==> config.mk <==
export PLATFORM = sky130hd
export DESIGN_NAME = dual_intc
export DESIGN_NICKNAME = d
export VERILOG_FILES = /design/src/rtl/dintc_pkg.sv /design/src/rtl/dintc_rst_sync.sv /design/src/rtl/dintc_src_latch.sv /design/src/rtl/dintc_mask_reg.sv /design/src/rtl/dintc_out_stage.sv /design/src/rtl/dual_intc.sv
export SDC_FILE = /design/constraint.sdc
export NUM_CORES = 1
export LEC_CHECK = 0
export BUFFER_PORTS_ARGS = -buffer_cell sky130_fd_sc_hd__clkbuf_2
export CAP_MARGIN = 20
export CORE_MARGIN = 1.5
export CORE_UTILIZATION = 30
export CTS_BUF_LIST = sky130_fd_sc_hd__clkbuf_4
export CTS_CLUSTER_SIZE = 24
export DETAILED_ROUTE_END_ITERATION = 16
export PLACE_DENSITY_LB_ADDON = 0.25
export SYNTH_ARGS = -nofsm -noshare
export SYNTH_HDL_FRONTEND = slang
export SYNTH_SLANG_ARGS = --single-unit
export TNS_END_PERCENT = 1
==> constraint.sdc <==
create_clock -name clk -period 4.3 [get_ports clk]
set_clock_uncertainty 0.2 [all_clocks]
set_input_delay 0.215 -clock clk [delete_from_list [all_inputs] [get_ports clk]]
set_output_delay 0.215 -clock clk [all_outputs]
set_load 0.005 [all_outputs]
==> src/rtl/dintc_pkg.sv <==
package dintc_pkg;
  // Word indices on the register bus
  localparam int unsigned W_IRQ_STAT = 0;
  localparam int unsigned W_RAW_A    = 1;
  localparam int unsigned W_IRQ_EN   = 2;
  localparam int unsigned W_IRQ_OFF  = 3;
  localparam int unsigned W_SOFT_ON  = 4;
  localparam int unsigned W_SOFT_OFF = 5;
  localparam int unsigned W_FIQ_STAT = 8;
  localparam int unsigned W_RAW_B    = 9;
  localparam int unsigned W_FIQ_EN   = 10;
  localparam int unsigned W_FIQ_OFF  = 11;

  localparam int unsigned N_CHAN = 2;
  localparam int unsigned CH_IRQ = 0;
  localparam int unsigned CH_FIQ = 1;

  typedef struct packed {
    logic [N_CHAN-1:0] en_set;
    logic [N_CHAN-1:0] en_clr;
    logic              soft_on;
    logic              soft_off;
  } dintc_wr_t;
endpackage

==> src/rtl/dintc_rst_sync.sv <==
module dintc_rst_sync #(
  parameter int unsigned STAGES = 2
) (
  input  logic clk,
  input  logic rst_n_i,
  output logic rst_n_o
);
  logic [STAGES-1:0] sync_q;
  logic [STAGES-1:0] sync_d;

  always_comb begin
    sync_d = {sync_q[STAGES-2:0], 1'b1};
  end

  always_ff @(posedge clk or negedge rst_n_i) begin
    if (!rst_n_i) sync_q <= '0;
    else          sync_q <= sync_d;
  end

  assign rst_n_o = sync_q[STAGES-1];
endmodule

==> src/rtl/dintc_src_latch.sv <==
module dintc_src_latch #(
  parameter int unsigned W = 32
) (
  input  logic         clk,
  input  logic         rst_n,
  input  logic [W-1:0] src_i,
  input  logic         soft_on_i,
  input  logic         soft_off_i,
  output logic [W-1:0] raw_o
);
  logic [W-1:0] hw_q, hw_d;
  logic         soft_q, soft_d, soft_ce;

  always_comb begin
    hw_d    = src_i;
    soft_ce = soft_on_i | soft_off_i;
    soft_d  = soft_on_i ? 1'b1 : 1'b0;
  end

  always_ff @(posedge clk or negedge rst_n) begin
    if (!rst_n) begin
      hw_q   <= '0;
      soft_q <= 1'b0;
    end else begin
      hw_q <= hw_d;
      if (soft_ce) soft_q <= soft_d;
    end
  end

  // software source is merged into bit 0 only
  assign raw_o = hw_q | W'(soft_q);

  p_raw_track_r6: assert property (@(posedge clk) disable iff (!rst_n)
    1'b1 |=> (raw_o | W'(1)) == ($past(src_i) | W'(1)));
  p_soft_on_r7: assert property (@(posedge clk) disable iff (!rst_n)
    soft_on_i |=> raw_o[0]);
  p_soft_off_r8: assert property (@(posedge clk) disable iff (!rst_n)
    (soft_off_i && !soft_on_i) |=> (raw_o[0] == $past(src_i[0])));
endmodule

==> src/rtl/dintc_mask_reg.sv <==
module dintc_mask_reg #(
  parameter int unsigned W = 32
) (
  input  logic         clk,
  input  logic         rst_n,
  input  logic         set_i,
  input  logic         clr_i,
  input  logic [W-1:0] data_i,
  output logic [W-1:0] mask_o
);
  logic [W-1:0] mask_q, mask_d;
  logic         mask_ce;

  always_comb begin
    mask_ce = set_i | clr_i;
    mask_d  = set_i ? (mask_q | data_i) : (mask_q & ~data_i);
  end

  always_ff @(posedge clk or negedge rst_n) begin
    if (!rst_n)       mask_q <= '0;
    else if (mask_ce) mask_q <= mask_d;
  end

  assign mask_o = mask_q;

  // shared by both channels: covers R3 and R4
  p_set_sticks_r3: assert property (@(posedge clk) disable iff (!rst_n)
    set_i |=> ((mask_o & $past(data_i)) == $past(data_i)));
  p_clr_drops_r3: assert property (@(posedge clk) disable iff (!rst_n)
    (clr_i && !set_i) |=> ((mask_o & $past(data_i)) == '0));
  p_hold_r4: assert property (@(posedge clk) disable iff (!rst_n)
    (!set_i && !clr_i) |=> $stable(mask_o));
endmodule

==> src/rtl/dintc_out_stage.sv <==
module dintc_out_stage #(
  parameter int unsigned W = 32
) (
  input  logic         clk,
  input  logic         rst_n,
  input  logic [W-1:0] raw_i,
  input  logic [W-1:0] en_i,
  output logic         req_o
);
  logic req_q, req_d, req_ce;

  always_comb begin
    req_d  = |(raw_i & en_i);
    req_ce = req_d ^ req_q;
  end

  always_ff @(posedge clk or negedge rst_n) begin
    if (!rst_n)      req_q <= 1'b0;
    else if (req_ce) req_q <= req_d;
  end

  assign req_o = req_q;

  // shared by both channels: covers R1 and R2
  p_out_rise_r1: assert property (@(posedge clk) disable iff (!rst_n)
    (|(raw_i & en_i)) |=> req_o);
  p_out_fall_r2: assert property (@(posedge clk) disable iff (!rst_n)
    !(|(raw_i & en_i)) |=> !req_o);
endmodule

==> src/rtl/dual_intc.sv <==
module dual_intc #(
  parameter int unsigned N_SRC  = 32,
  parameter int unsigned ADDR_W = 4
) (
  input  logic              clk,
  input  logic              rst_n,
  input  logic [N_SRC-1:0]  src_i,
  input  logic              bus_sel_i,
  input  logic              bus_wr_i,
  input  logic [ADDR_W-1:0] bus_addr_i,
  input  logic [N_SRC-1:0]  bus_wdata_i,
  output logic [N_SRC-1:0]  bus_rdata_o,
  output logic              irq_o,
  output logic              fiq_o
);
  import dintc_pkg::*;

  logic                          rst_n_s;
  logic                          wr_hit, rd_hit;
  dintc_wr_t                     wr_s;
  logic [N_SRC-1:0]              raw;
  logic [N_CHAN-1:0][N_SRC-1:0]  en;
  logic [N_CHAN-1:0]             req;
  logic [N_SRC-1:0]              rdata;

  dintc_rst_sync #(.STAGES(2)) u_rst (
    .clk(clk), .rst_n_i(rst_n), .rst_n_o(rst_n_s)
  );

  // write decode
  always_comb begin
    wr_hit = bus_sel_i & bus_wr_i;
    rd_hit = bus_sel_i & ~bus_wr_i;
    wr_s   = '0;
    if (wr_hit) begin
      case (bus_addr_i)
        ADDR_W'(W_IRQ_EN):   wr_s.en_set[CH_IRQ] = 1'b1;
        ADDR_W'(W_IRQ_OFF):  wr_s.en_clr[CH_IRQ] = 1'b1;
        ADDR_W'(W_FIQ_EN):   wr_s.en_set[CH_FIQ] = 1'b1;
        ADDR_W'(W_FIQ_OFF):  wr_s.en_clr[CH_FIQ] = 1'b1;
        ADDR_W'(W_SOFT_ON):  wr_s.soft_on  = bus_wdata_i[0];
        ADDR_W'(W_SOFT_OFF): wr_s.soft_off = bus_wdata_i[0];
        default: ;
      endcase
    end
  end

  dintc_src_latch #(.W(N_SRC)) u_src (
    .clk(clk), .rst_n(rst_n_s), .src_i(src_i),
    .soft_on_i(wr_s.soft_on), .soft_off_i(wr_s.soft_off), .raw_o(raw)
  );

  for (genvar c = 0; c < N_CHAN; c++) begin : g_chan
    dintc_mask_reg #(.W(N_SRC)) u_mask (
      .clk(clk), .rst_n(rst_n_s),
      .set_i(wr_s.en_set[c]), .clr_i(wr_s.en_clr[c]),
      .data_i(bus_wdata_i), .mask_o(en[c])
    );
    dintc_out_stage #(.W(N_SRC)) u_out (
      .clk(clk), .rst_n(rst_n_s),
      .raw_i(raw), .en_i(en[c]), .req_o(req[c])
    );
  end

  // read mux
  always_comb begin
    rdata = '0;
    if (rd_hit) begin
      case (bus_addr_i)
        ADDR_W'(W_IRQ_STAT): rdata = raw & en[CH_IRQ];
        ADDR_W'(W_RAW_A):    rdata = raw;
        ADDR_W'(W_IRQ_EN):   rdata = en[CH_IRQ];
        ADDR_W'(W_SOFT_ON):  rdata = N_SRC'(raw[0]);
        ADDR_W'(W_FIQ_STAT): rdata = raw & en[CH_FIQ];
        ADDR_W'(W_RAW_B):    rdata = raw;
        ADDR_W'(W_FIQ_EN):   rdata = en[CH_FIQ];
        default:             rdata = '0;
      endcase
    end
  end

  assign bus_rdata_o = rdata;
  assign irq_o       = req[CH_IRQ];
  assign fiq_o       = req[CH_FIQ];

  p_bad_read_zero_r9: assert property (@(posedge clk) disable iff (!rst_n_s)
    (rd_hit && (bus_addr_i == ADDR_W'(W_IRQ_OFF) || bus_addr_i == ADDR_W'(W_SOFT_OFF) ||
                bus_addr_i == ADDR_W'(W_FIQ_OFF))) |-> (bus_rdata_o == '0));
  p_bad_write_hold_r9: assert property (@(posedge clk) disable iff (!rst_n_s)
    (wr_hit && (bus_addr_i == ADDR_W'(W_RAW_A) || bus_addr_i == ADDR_W'(W_FIQ_STAT)))
      |=> ($stable(en[CH_IRQ]) && $stable(en[CH_FIQ])));
  p_reset_quiet_r10: assert property (@(posedge clk)
    !rst_n_s |-> (!irq_o && !fiq_o));
endmodule

Yosys cells after proc, flatten, opt, wreduce, memory -nomap -nowiden
Index checks and enable logic that the tools add are counted.
- output and inout bits: 34
- flip-flop bits (word level): 101
- word-level logic and storage cells: 48
- bitwise gates (word level): 16
- muxes and demuxes: 12
- eq/ne operators: 9
- reduce and logical (&&, ||, !) cells: 4
- operators by type and width (kind ; number):
    case mux 32 bit (6 select lines) ; 1
    bitwise AND 32 bit ; 4
    two-way mux 32 bit ; 3
    OR 32 bit ; 2
    OR reduction 32 bit ; 2
    NOT 32 bit ; 1
    OR 32 x 1 -> 32 bit ; 1
    == test 4 bit, second input constant ; 4
    == test 4 x 2 -> 1 bit, second input constant ; 2
    == test 4 x 3 -> 1 bit, second input constant ; 2
    two-way mux 1 bit ; 7
    two-way mux 6 bit ; 1
    == test 4 x 1 -> 1 bit, second input constant ; 1
    zero test 4 bit ; 1
    OR 1 bit ; 3
    bitwise AND 1 bit ; 2
    OR reduction 2 bit ; 1
    bitwise XOR 1 bit ; 2
    NOT 1 bit ; 1

Longest topological paths before layout
Gate-level depths: netlist of run 1.
- depth in word-level cells: 4
- gate-level depth with buffers: 6
- mapped depth without buffers: 4

Modules after synthesis
From an unflattened synthesis of run 1, not the netlist that was laid out.
- cells, all modules: 592
- area total of the unflattened synthesis: 5719.2 um^2
- modules (own cells, without submodules) (module ; times used ; cells each ; area an instance (um^2)):
    dintc_mask_reg ; 2 ; 102 ; 1249.9
    dual_intc ; 1 ; 274 ; 1722.9
    dintc_src_latch ; 1 ; 67 ; 1077.3
    dintc_out_stage ; 2 ; 22 ; 182.7
    dintc_rst_sync ; 1 ; 3 ; 53.8

Worst setup path before layout of run 1
OpenSTA, ideal clock, no wires.
- path type: flip-flop to output port
- start point: reg with a tool-made name
- end point: out bus_rdata_o[0]
- stages on the path, launching flop included: 5
- path slack: 2.900 ns
- arrival time: 0.985 ns
- cell sequence: dfrtp_1 -> mux2_1 -> o21ai_1 -> or3_1 -> a31oi_1
- RTL lines (element ; line ; source):
    to (decl) ; dual_intc.sv:12 ; output logic [N_SRC-1:0] bus_rdata_o,

Worst setup path in the final report of run 1
- start point: in bus_addr_i[0]
- end point: out bus_rdata_o[8]
- cells in the longest elaborated chain, start to end: 4
- RTL lines (element ; line ; source):
    from (decl) ; dual_intc.sv:10 ; input logic [ADDR_W-1:0] bus_addr_i,
    == test 4 bit / == test 4 x 1 -> 1 bit (equally long branches) ; dual_intc.sv:69 ; case (bus_addr_i)
    OR reduction 2 bit (no line) ; -- ;
    case mux 32 bit (6 select lines) * ; dual_intc.sv:69 ;
    two-way mux 32 bit * ; dual_intc.sv:68 ; if (rd_hit) begin
Mark *: on every way between the ends. The rest lies on a longest branch, timed or not.

==> results of run 1 <==
## through the flow
step / instances / worst slack [ns] / hold slack (ns)
floorplan: 515 / 1.078 / -0.2806
global placement: 809 / 1.692 / -0.1989
detailed placement: 809 / 1.597 / -0.1984
CTS: 894 / 1.564 / 0.1164
global route: 895 / 1.367 / 0.1077
finish: 895 / 1.526 / 0.1566
## cell families (layout without fill, tap and decap cells)
group | Yosys count | in the layout
other | 1 | 2
buffers and inverters | 98 | 261
AO/OA/AOI/OAI | 98 | 98
AND/OR/NAND/NOR | 151 | 151
flip-flops | 101 | 101
multiplexers | 66 | 66
## layout by cell type, fill, tap and decap left out, types with 2 or more instances in the layout
cell / n
o22ai_1: 32
a21oi_1: 31
nand2_2: 17
nor4_1: 2
a222oi_1: 2
dlygate4sd3_1: 69
clkbuf_2: 104
nand3b_1: 2
nand4_1: 6
buf_4: 6
dfrtp_1: 100
inv_1: 65
o211ai_1: 2
nand2_1: 50
clkinv_2: 2
mux2i_1: 65
clkbuf_4: 10
a22oi_1: 28
nor2_1: 66
nand3_1: 3
## final cells by class
type	instances	area, µm²	area share
flip-flops and latches	101	2531	0.3969
multi-input cells	316	1947	0.3053
repair buffers	180	1261	0.1978
well taps	216	270.3	0.04238
inverters	65	244.0	0.03826
clock buffers	10	75.07	0.01177
clock inverters	6	46.29	0.007259
diodes	1	2.502	0.0003924
## worst reg2reg max path, cell delays in order, from the launching register on
cell and delay, ns:
dfrtp_1 0.44, a22oi_1 0.27, nand4_1 0.17, nor4_1 0.58
nand2_1 0.13
## Yosys cell counts, types with 2 or more instances
| library cell | instances | share of area |
|---|---|---|
| dfrtp_1 | 101 | 0.51 |
| nor2_1 | 66 | 0.050 |
| inv_1 | 65 | 0.050 |
| mux2i_1 | 65 | 0.13 |
| nand2_1 | 50 | 0.038 |
| o22ai_1 | 32 | 0.041 |
| a21oi_1 | 31 | 0.031 |
| a22oi_1 | 28 | 0.043 |
| nand2_2 | 17 | 0.022 |
| clkbuf_1 | 11 | 0.0084 |
| buf_2 | 10 | 0.010 |
| buf_6 | 6 | 0.014 |
| nand4_1 | 6 | 0.0076 |
| buf_1 | 4 | 0.0030 |
| nand3_1 | 3 | 0.0030 |
| a222oi_1 | 2 | 0.0041 |
| nand3b_1 | 2 | 0.0030 |
| nor4_1 | 2 | 0.0025 |
| o211ai_1 | 2 | 0.0030 |
## power by group
part | total [mW] | leakage (nW) | internal [mW] | switching [mW]
clock network | 0.485 | 0.0687 | 0.131 | 0.354
logic | 0.436 | 2.27 | 0.210 | 0.226
registers | 1.20 | 1.09 | 1.08 | 0.119
total | 2.13 | 3.42 | 1.43 | 0.699
## path summary, 6_finish.rpt
kind / startpoint / endpoint / slack [ns] / cells after the start
max: bus_addr_i[0] / bus_rdata_o[8] / 1.53 / 7
min: src_i[6] / u_src.hw_q[6] / 0.16 / 2
max in group asynchronous: u_rst.sync_q[1] / asynchronous set/reset pin / 2.63 / 1
max reg2reg: u_src.hw_q[28] / g_chan[0].u_out.req_o / 2.37 / 4
min in group asynchronous: u_rst.sync_q[1] / u_src.hw_q[18] / 0.25 / 0
min reg2reg: u_rst.sync_q[0] / u_rst.sync_q[1] / 0.17 / 0
## layer usage
metal / track usage / wire length (µm) / up-vias
met5: 0 / 0 / -
met4: 0.04682 / 209 / 0
met3: 0.03974 / 660 / 10
met2: 0.2790 / 7135 / 109
met1: 0.2414 / 6793 / 2067
li1: - / - / 2046
==> impl_metrics.toml, run 1 <==
[global_routing]
grt_overflow = 0
grt_pass1_wl_mm = 23.47
grt_usage = 0.1758
grt_pass1_vias = 4150
antenna_found_initial = 1
grt_max_degree = 96

[timing]
slew_viol_final = 0
tns_ns = 0
hold_viol_final = 0
finalCritPeriodShare = 0.6450
setup_viol = 0
clock.fmax_mhz = 360.5
rsz0062_at_grt = "no"
fin_crit_ns = 2.774
slew_headroom = 0.3676
worst_slew_pin_slew_ns = 0.9485

[pwr]
ir_worst_vdd_uv = 146.3
cellPowerDensity_nw_per_um2 = 333.2
power.total_mw = 2.125
p_leak_nw = 3.423

[status]
outcome = "finished clean"

[cts]
clock-sinks = 101
cts_tree = "done"
clockBufferDepth = 2
cts_resized = 0
insertion_delay_ns = 0.48
cts_buffers = 9
path_clk_slew_ns = 0.17
htreeDepth = 3
hold_buffers = 69
clockRootBuffer = "clkbuf_4"
cts_setup_buffers = 0

[worst_setup_path]
path_buf_inv = 4
critical_path.top_delay_family = "buffers and inverters"
cp-end-kind = "primary output"
worstSetupPathType = "input port to primary output"
cpPeakStageDelay_ns = 0.58
cp_slowest_cell = "nand3b_1"
crit_fanout = 17
cp_data_arrival_time_ns = 2.36
worstPathRequired_ns = 3.88
start_kind = "input port"
crit_chain = "dlygate4sd3_1 > buf_2 > nand2_1 > nand3b_1 > buf_4 > nor2_1 > clkbuf_2"

[route]
routedWlPerCell_um = 16.54
routed_wl_mm = 14.80
postRouteAntennaNets = 0
firstDrtPassIters = 5
vias_per_cell = 4.728
drc = 0
vias = 4232
drt_iter0_drc = 246

[synth]
synth_fa_ha_area_frac = 0
syn_nets = 587
synthCells = 515
ys_async_sr_fraction = 1.000
yosys_warnings = 0
synthMuxAreaShare = 0.1343
synth.cell_area_um2 = 4927
synthSimpleGateAreaFrac = 0.1343
synth_compound_area_frac = 0.1257
synth_top_flop_cell = "dfrtp_1"
syn_avg_cell_area_um2 = 9.567
synth_sequential_area_ratio = 0.5130
synth_edf_count = 0
yosys.area_share.xor_xnor = 0
synth.distinct_cells = 31
ys_ff_latch = 101
synth_top_family_by_area = "simple AND/OR/NAND/NOR gates"

[place]
gp_congestion = 0.8646
place_area_um2 = 5563
dpl.hpwl_mm = 10.14
port_buffers = 105

[die]
die-area_um2 = 17200
dieHeight_um = 131.2
start_util = 0.3091
rows = 46
core_um2 = 15940
pin_count = 106
die_w_um = 131.2

[layout]
fin_util = 0.4000
nets = 745
fill_cells = 1621
drive_gt1_frac = 0.2153
stdcell_area_um2 = 6377
area.growth.synth_to_final_pct = 29.43

[worst_hold_path]
hold_class = "input port to flop"

[job]
cap_viol_max_count = 0
(Power assumes the default switching activity.)
==> run 2, diff against run 1 <==
clock period = 2.6 ns   (was 4.3 ns; I/O delays follow)
==> run 2 against run 1 <==
- cell area grew 2.7%
- critical path depth is 1 lower
- wire length increased by 3.6%
- critical endpoint is now bus_rdata_o[16]
- largest power group unchanged
==> impl_metrics.toml, run 2 (synthesis gave the netlist of run 1 again) <==
[status]
outcome = "finished clean"

[worst_setup_path]
crit_fanout = 34
cp_data_arrival_time_ns = 1.90
critical_path.top_delay_family = "buffers and inverters"
cpPeakStageDelay_ns = 0.52
cp_slowest_cell = "dlygate4sd3_1"
path_buf_inv = 4
worstSetupPathType = "input port to primary output"
cp-end-kind = "primary output"
worstPathRequired_ns = 2.27
crit_chain = "dlygate4sd3_1 > buf_2 > buf_4 > o22ai_1 > nor2_1 > clkbuf_2"
start_kind = "input port"

[cts]
htreeDepth = 3
cts_buffers = 9
insertion_delay_ns = 0.48
path_clk_slew_ns = 0.17
cts_setup_buffers = 0
cts_tree = "done"
clockRootBuffer = "clkbuf_4"
cts_resized = 0
clock-sinks = 101
clockBufferDepth = 2

[place]
dpl.hpwl_mm = 10.66
dpl.cell_count = 814
place_area_um2 = 5650
port_buffers = 105
gp_congestion = 0.8623
pre_cts_ws_ns = 0.7749

[route]
firstDrtPassIters = 5
routed_wl_mm = 15.33
drc = 0
routedWlPerCell_um = 16.98
vias_per_cell = 4.784
drt_iter0_drc = 333
postRouteAntennaNets = 0
vias = 4320

[timing]
worst_slack_ns = 0.3684
slew_headroom = 0.6653
hold_viol_final = 0
tns_ns = 0
finalCritPeriodShare = 0.8583
clock.fmax_mhz = 448.1
worst_slew_pin_slew_ns = 0.5021
rsz0062_at_grt = "no"
setup_viol = 0
slew_viol_final = 0
fin_crit_ns = 2.232

[layout]
layout_common_cells = "clkbuf_2, dfrtp_1, dlygate4sd3_1"
multi_input_area_um2 = 1947
final_common_cell = "clkbuf_2"
area.growth.synth_to_final_pct = 32.88
instances_no_fill = 903
regArea_um2 = 2531
diodes = 0
nets = 754
drive_gt1_frac = 0.2198
stdcell_area_um2 = 6548
fill_cells = 1637

[die]
core_um2 = 15940
dieHeight_um = 131.2
pin_count = 106
die-area_um2 = 17200
start_util = 0.3091
die_w_um = 131.2
rows = 46

[global_routing]
grt_max_degree = 49
grt_pass1_wl_mm = 24.22
grt_overflow = 0
grt_usage = 0.1830
grt_pass1_vias = 4336
antenna_found_initial = 0

[job]
cap_viol_max_count = 0

[pwr]
ir_worst_vdd_uv = 307.3
p_leak_nw = 3.493
cellPowerDensity_nw_per_um2 = 567.5

[worst_hold_path]
hold_class = "input port to flop"
run 2: area by class of cell:
cell class / count / area share
clock buffer: 9 / 0.01032
clock inverter: 7 / 0.01510
inverter: 65 / 0.03726
multi-input combinational: 316 / 0.2973
sequential: 101 / 0.3866
tap: 216 / 0.04128
timing repair buffer: 189 / 0.2121
run 2: metrics by stage:
step	hold WS (ns)	power [mW]	util
finish	0.06232	3.716	0.4107
global route	0.04279	3.930	0.4107
CTS	0.03719	3.754	0.4107
detailed placement	-0.2832	2.686	0.3544
global placement	-0.2836	2.672	0.3544
floorplan	-0.3656	2.397	-
run 2: where the power goes:
| part | switching [mW] | internal (mW) |
|---|---|---|
| Combinational | 0.398 | 0.368 |
| Clock | 0.571 | 0.395 |
| Sequential | 0.191 | 1.79 |
| Total | 1.16 | 2.56 |
run 2: worst paths after layout:
path / startpoint / to / slack, ns / cells after the start
setup / recovery: bus_addr_i[0] / bus_rdata_o[16] / 0.37 / 6
hold / removal: src_i[7] / u_src.hw_q[7] / 0.06 / 2
setup reg to reg: u_src.hw_q[20] / g_chan[1].u_out.req_o / 0.79 / 4
hold reg to reg: u_rst.sync_q[1] / u_src.hw_q[14] / 0.11 / 0
max in group asynchronous: u_rst.sync_q[1] / u_src.hw_q[25] / 1.42 / 1
min in group asynchronous: u_rst.sync_q[1] / u_src.hw_q[14] / 0.11 / 0
run 2: repair_timing:
action / in CTS / in global routing
setup endpoints to repair: 0 / 0
endpoints found under the hold margin: 99 / 0
hold buffers: 73 / 0
run 2: layer usage:
| layer | vias up | share of wire | track usage |
|---|---|---|---|
| li1 | 2059 | - | - |
| met1 | 2098 | 0.46 | 0.2523 |
| met2 | 139 | 0.47 | 0.2942 |
| met3 | 24 | 0.049 | 0.02778 |
| met4 | 0 | 0.019 | 0.05993 |
| met5 | - | 0 | 0 |
run 2: worst register-to-register path: stages, from the launching register on:
cell,delay [ns]
dfrtp_1,0.46
a22oi_1,0.28
o211ai_1,0.17
nor4_1,0.48
nand2_1,0.12
==> run 3, diff against run 2 <==
CORE_UTILIZATION = 45   (was 30)
==> run 3 against run 2 <==
- utilization up 18 points
- cell area down 3.1%
- clock power down 29%
- power down 8.0%
- flip-flop and latch count unchanged
- sequential power about the same
==> impl_metrics.toml, run 3 (synthesis gave the netlist of run 1 again) <==
[status]
outcome = "finished clean"

[timing]
hold_viol_final = 0
tns_ns = 0
slew_viol_final = 0
worst_slew_pin_slew_ns = 0.5874
rsz0062_at_grt = "no"
finalCritPeriodShare = 0.7992
clock.fmax_mhz = 481.3
setup_viol = 0
fin_crit_ns = 2.078
slew_headroom = 0.6084

[worst_setup_path]
cp_data_arrival_time_ns = 1.75
cp-end-kind = "primary output"
worstSetupPathType = "input port to primary output"
rrSetupSlack_ns = 1.02
crit_fanout = 30
worstPathRequired_ns = 2.27
start_kind = "input port"

[layout]
area.growth.synth_to_final_pct = 28.80
instances_no_fill = 822
final_common_cell = "clkbuf_2"
diodes = 0
nets = 752
stdcell_area_um2 = 6346
layout_common_cells = "clkbuf_2, dfrtp_1, dlygate4sd3_1"
drive_gt1_frac = 0.2170

[global_routing]
grt_usage = 0.2557
grt_max_degree = 96
grt_pass1_vias = 4284
grt_overflow = 0
antenna_found_initial = 0
grt_pass1_wl_mm = 22.21

[job]
cap_viol_max_count = 0

[route]
postRouteAntennaNets = 0
drc = 0
vias_per_cell = 5.262
routed_wl_mm = 14.03
firstDrtPassIters = 6
drt_iter0_drc = 356
vias = 4325
routedWlPerCell_um = 17.06

[cts]
insertion_delay_ns = 0.46
cts_tree = "done"
cts_buffers = 9
clockBufferDepth = 2
hold_buffers = 71
clockRootBuffer = "clkbuf_4"
htreeDepth = 3
cts_setup_buffers = 0
cts_resized = 0
path_clk_slew_ns = 0.15
clock-sinks = 101

[pwr]
power.total_mw = 3.419
cellPowerDensity_nw_per_um2 = 538.8
ir_worst_vdd_uv = 242.9
p_leak_nw = 3.457

[worst_hold_path]
hold_class = "input port to flop"

[place]
gp_congestion = 0.8386
dpl.cell_count = 738
dpl.hpwl_mm = 9.530
port_buffers = 105
place_area_um2 = 5543

[die]
core_um2 = 10750
die_w_um = 107.6
dieHeight_um = 107.6
rows = 38
die-area_um2 = 11590
pin_count = 106
start_util = 0.4585
-- run 3: cell count changes in the layout (fill, tap and decap cells not counted), sizes merged --
cell | before | now
inv | 66 | 65
buf | 12 | 11
clkbuf | 113 | 115
clkinv | 3 | 2
dlygate4sd3 | 73 | 71
bufinv | 2 | 0
-- run 3: final timing paths --
check,start,endpoint,cells past startpoint
max reg2reg,u_src.hw_q[26],g_chan[1].u_out.req_o,4
max in group asynchronous,u_rst.sync_q[1],asynchronous set/reset pin,1
min reg2reg,u_rst.sync_q[1],u_src.hw_q[12],0
max,bus_addr_i[1],bus_rdata_o[30],6
min,src_i[13],u_src.hw_q[13],2
min in group asynchronous,u_rst.sync_q[1],u_src.hw_q[12],0
-- run 3: through the flow --
stage,setup WS [ns],hold slack (ns),utilization
2_1_floorplan,0.7045,-0.3656,-
3_3_place_gp,0.8385,-0.2844,0.5158
3_5_place_dp,0.8088,-0.2791,0.5158
4_1_cts,0.5368,0.08076,0.5906
5_1_grt,0.4379,0.06291,0.5906
6_report,0.5221,0.09992,0.5906
-- run 3: area by class of cell --
cell class | count | area (µm²)
fill | 993 | 4399
sequential | 101 | 2531
multi-input combinational | 316 | 1947
timing repair buffer | 187 | 1356
inverter | 65 | 244.0
tap | 140 | 175.2
clock buffer | 10 | 75.07
clock inverter | 3 | 17.52
-- run 3: power breakdown --
group          internal [mW]  switching [mW]  total [mW]
registers               1.79           0.196        1.99
logic                  0.357           0.385       0.742
clock network          0.190           0.498       0.687
total                   2.34            1.08        3.42
-- run 3: critical path, cell delays in order --
cell	delay [ns]
dlygate4sd3_1	0.52
clkbuf_2	0.20
buf_4	0.41
o22ai_1	0.16
nor2_1	0.17
clkbuf_2	0.14
-- run 3: layer usage --
layer | routed length, µm | GRT usage | share of wire
met1 | 6134 | 0.3500 | 0.44
met2 | 6757 | 0.4122 | 0.48
met5 | 0 | 0 | 0
met3 | 796 | 0.03692 | 0.057
met4 | 337 | 0.09868 | 0.024
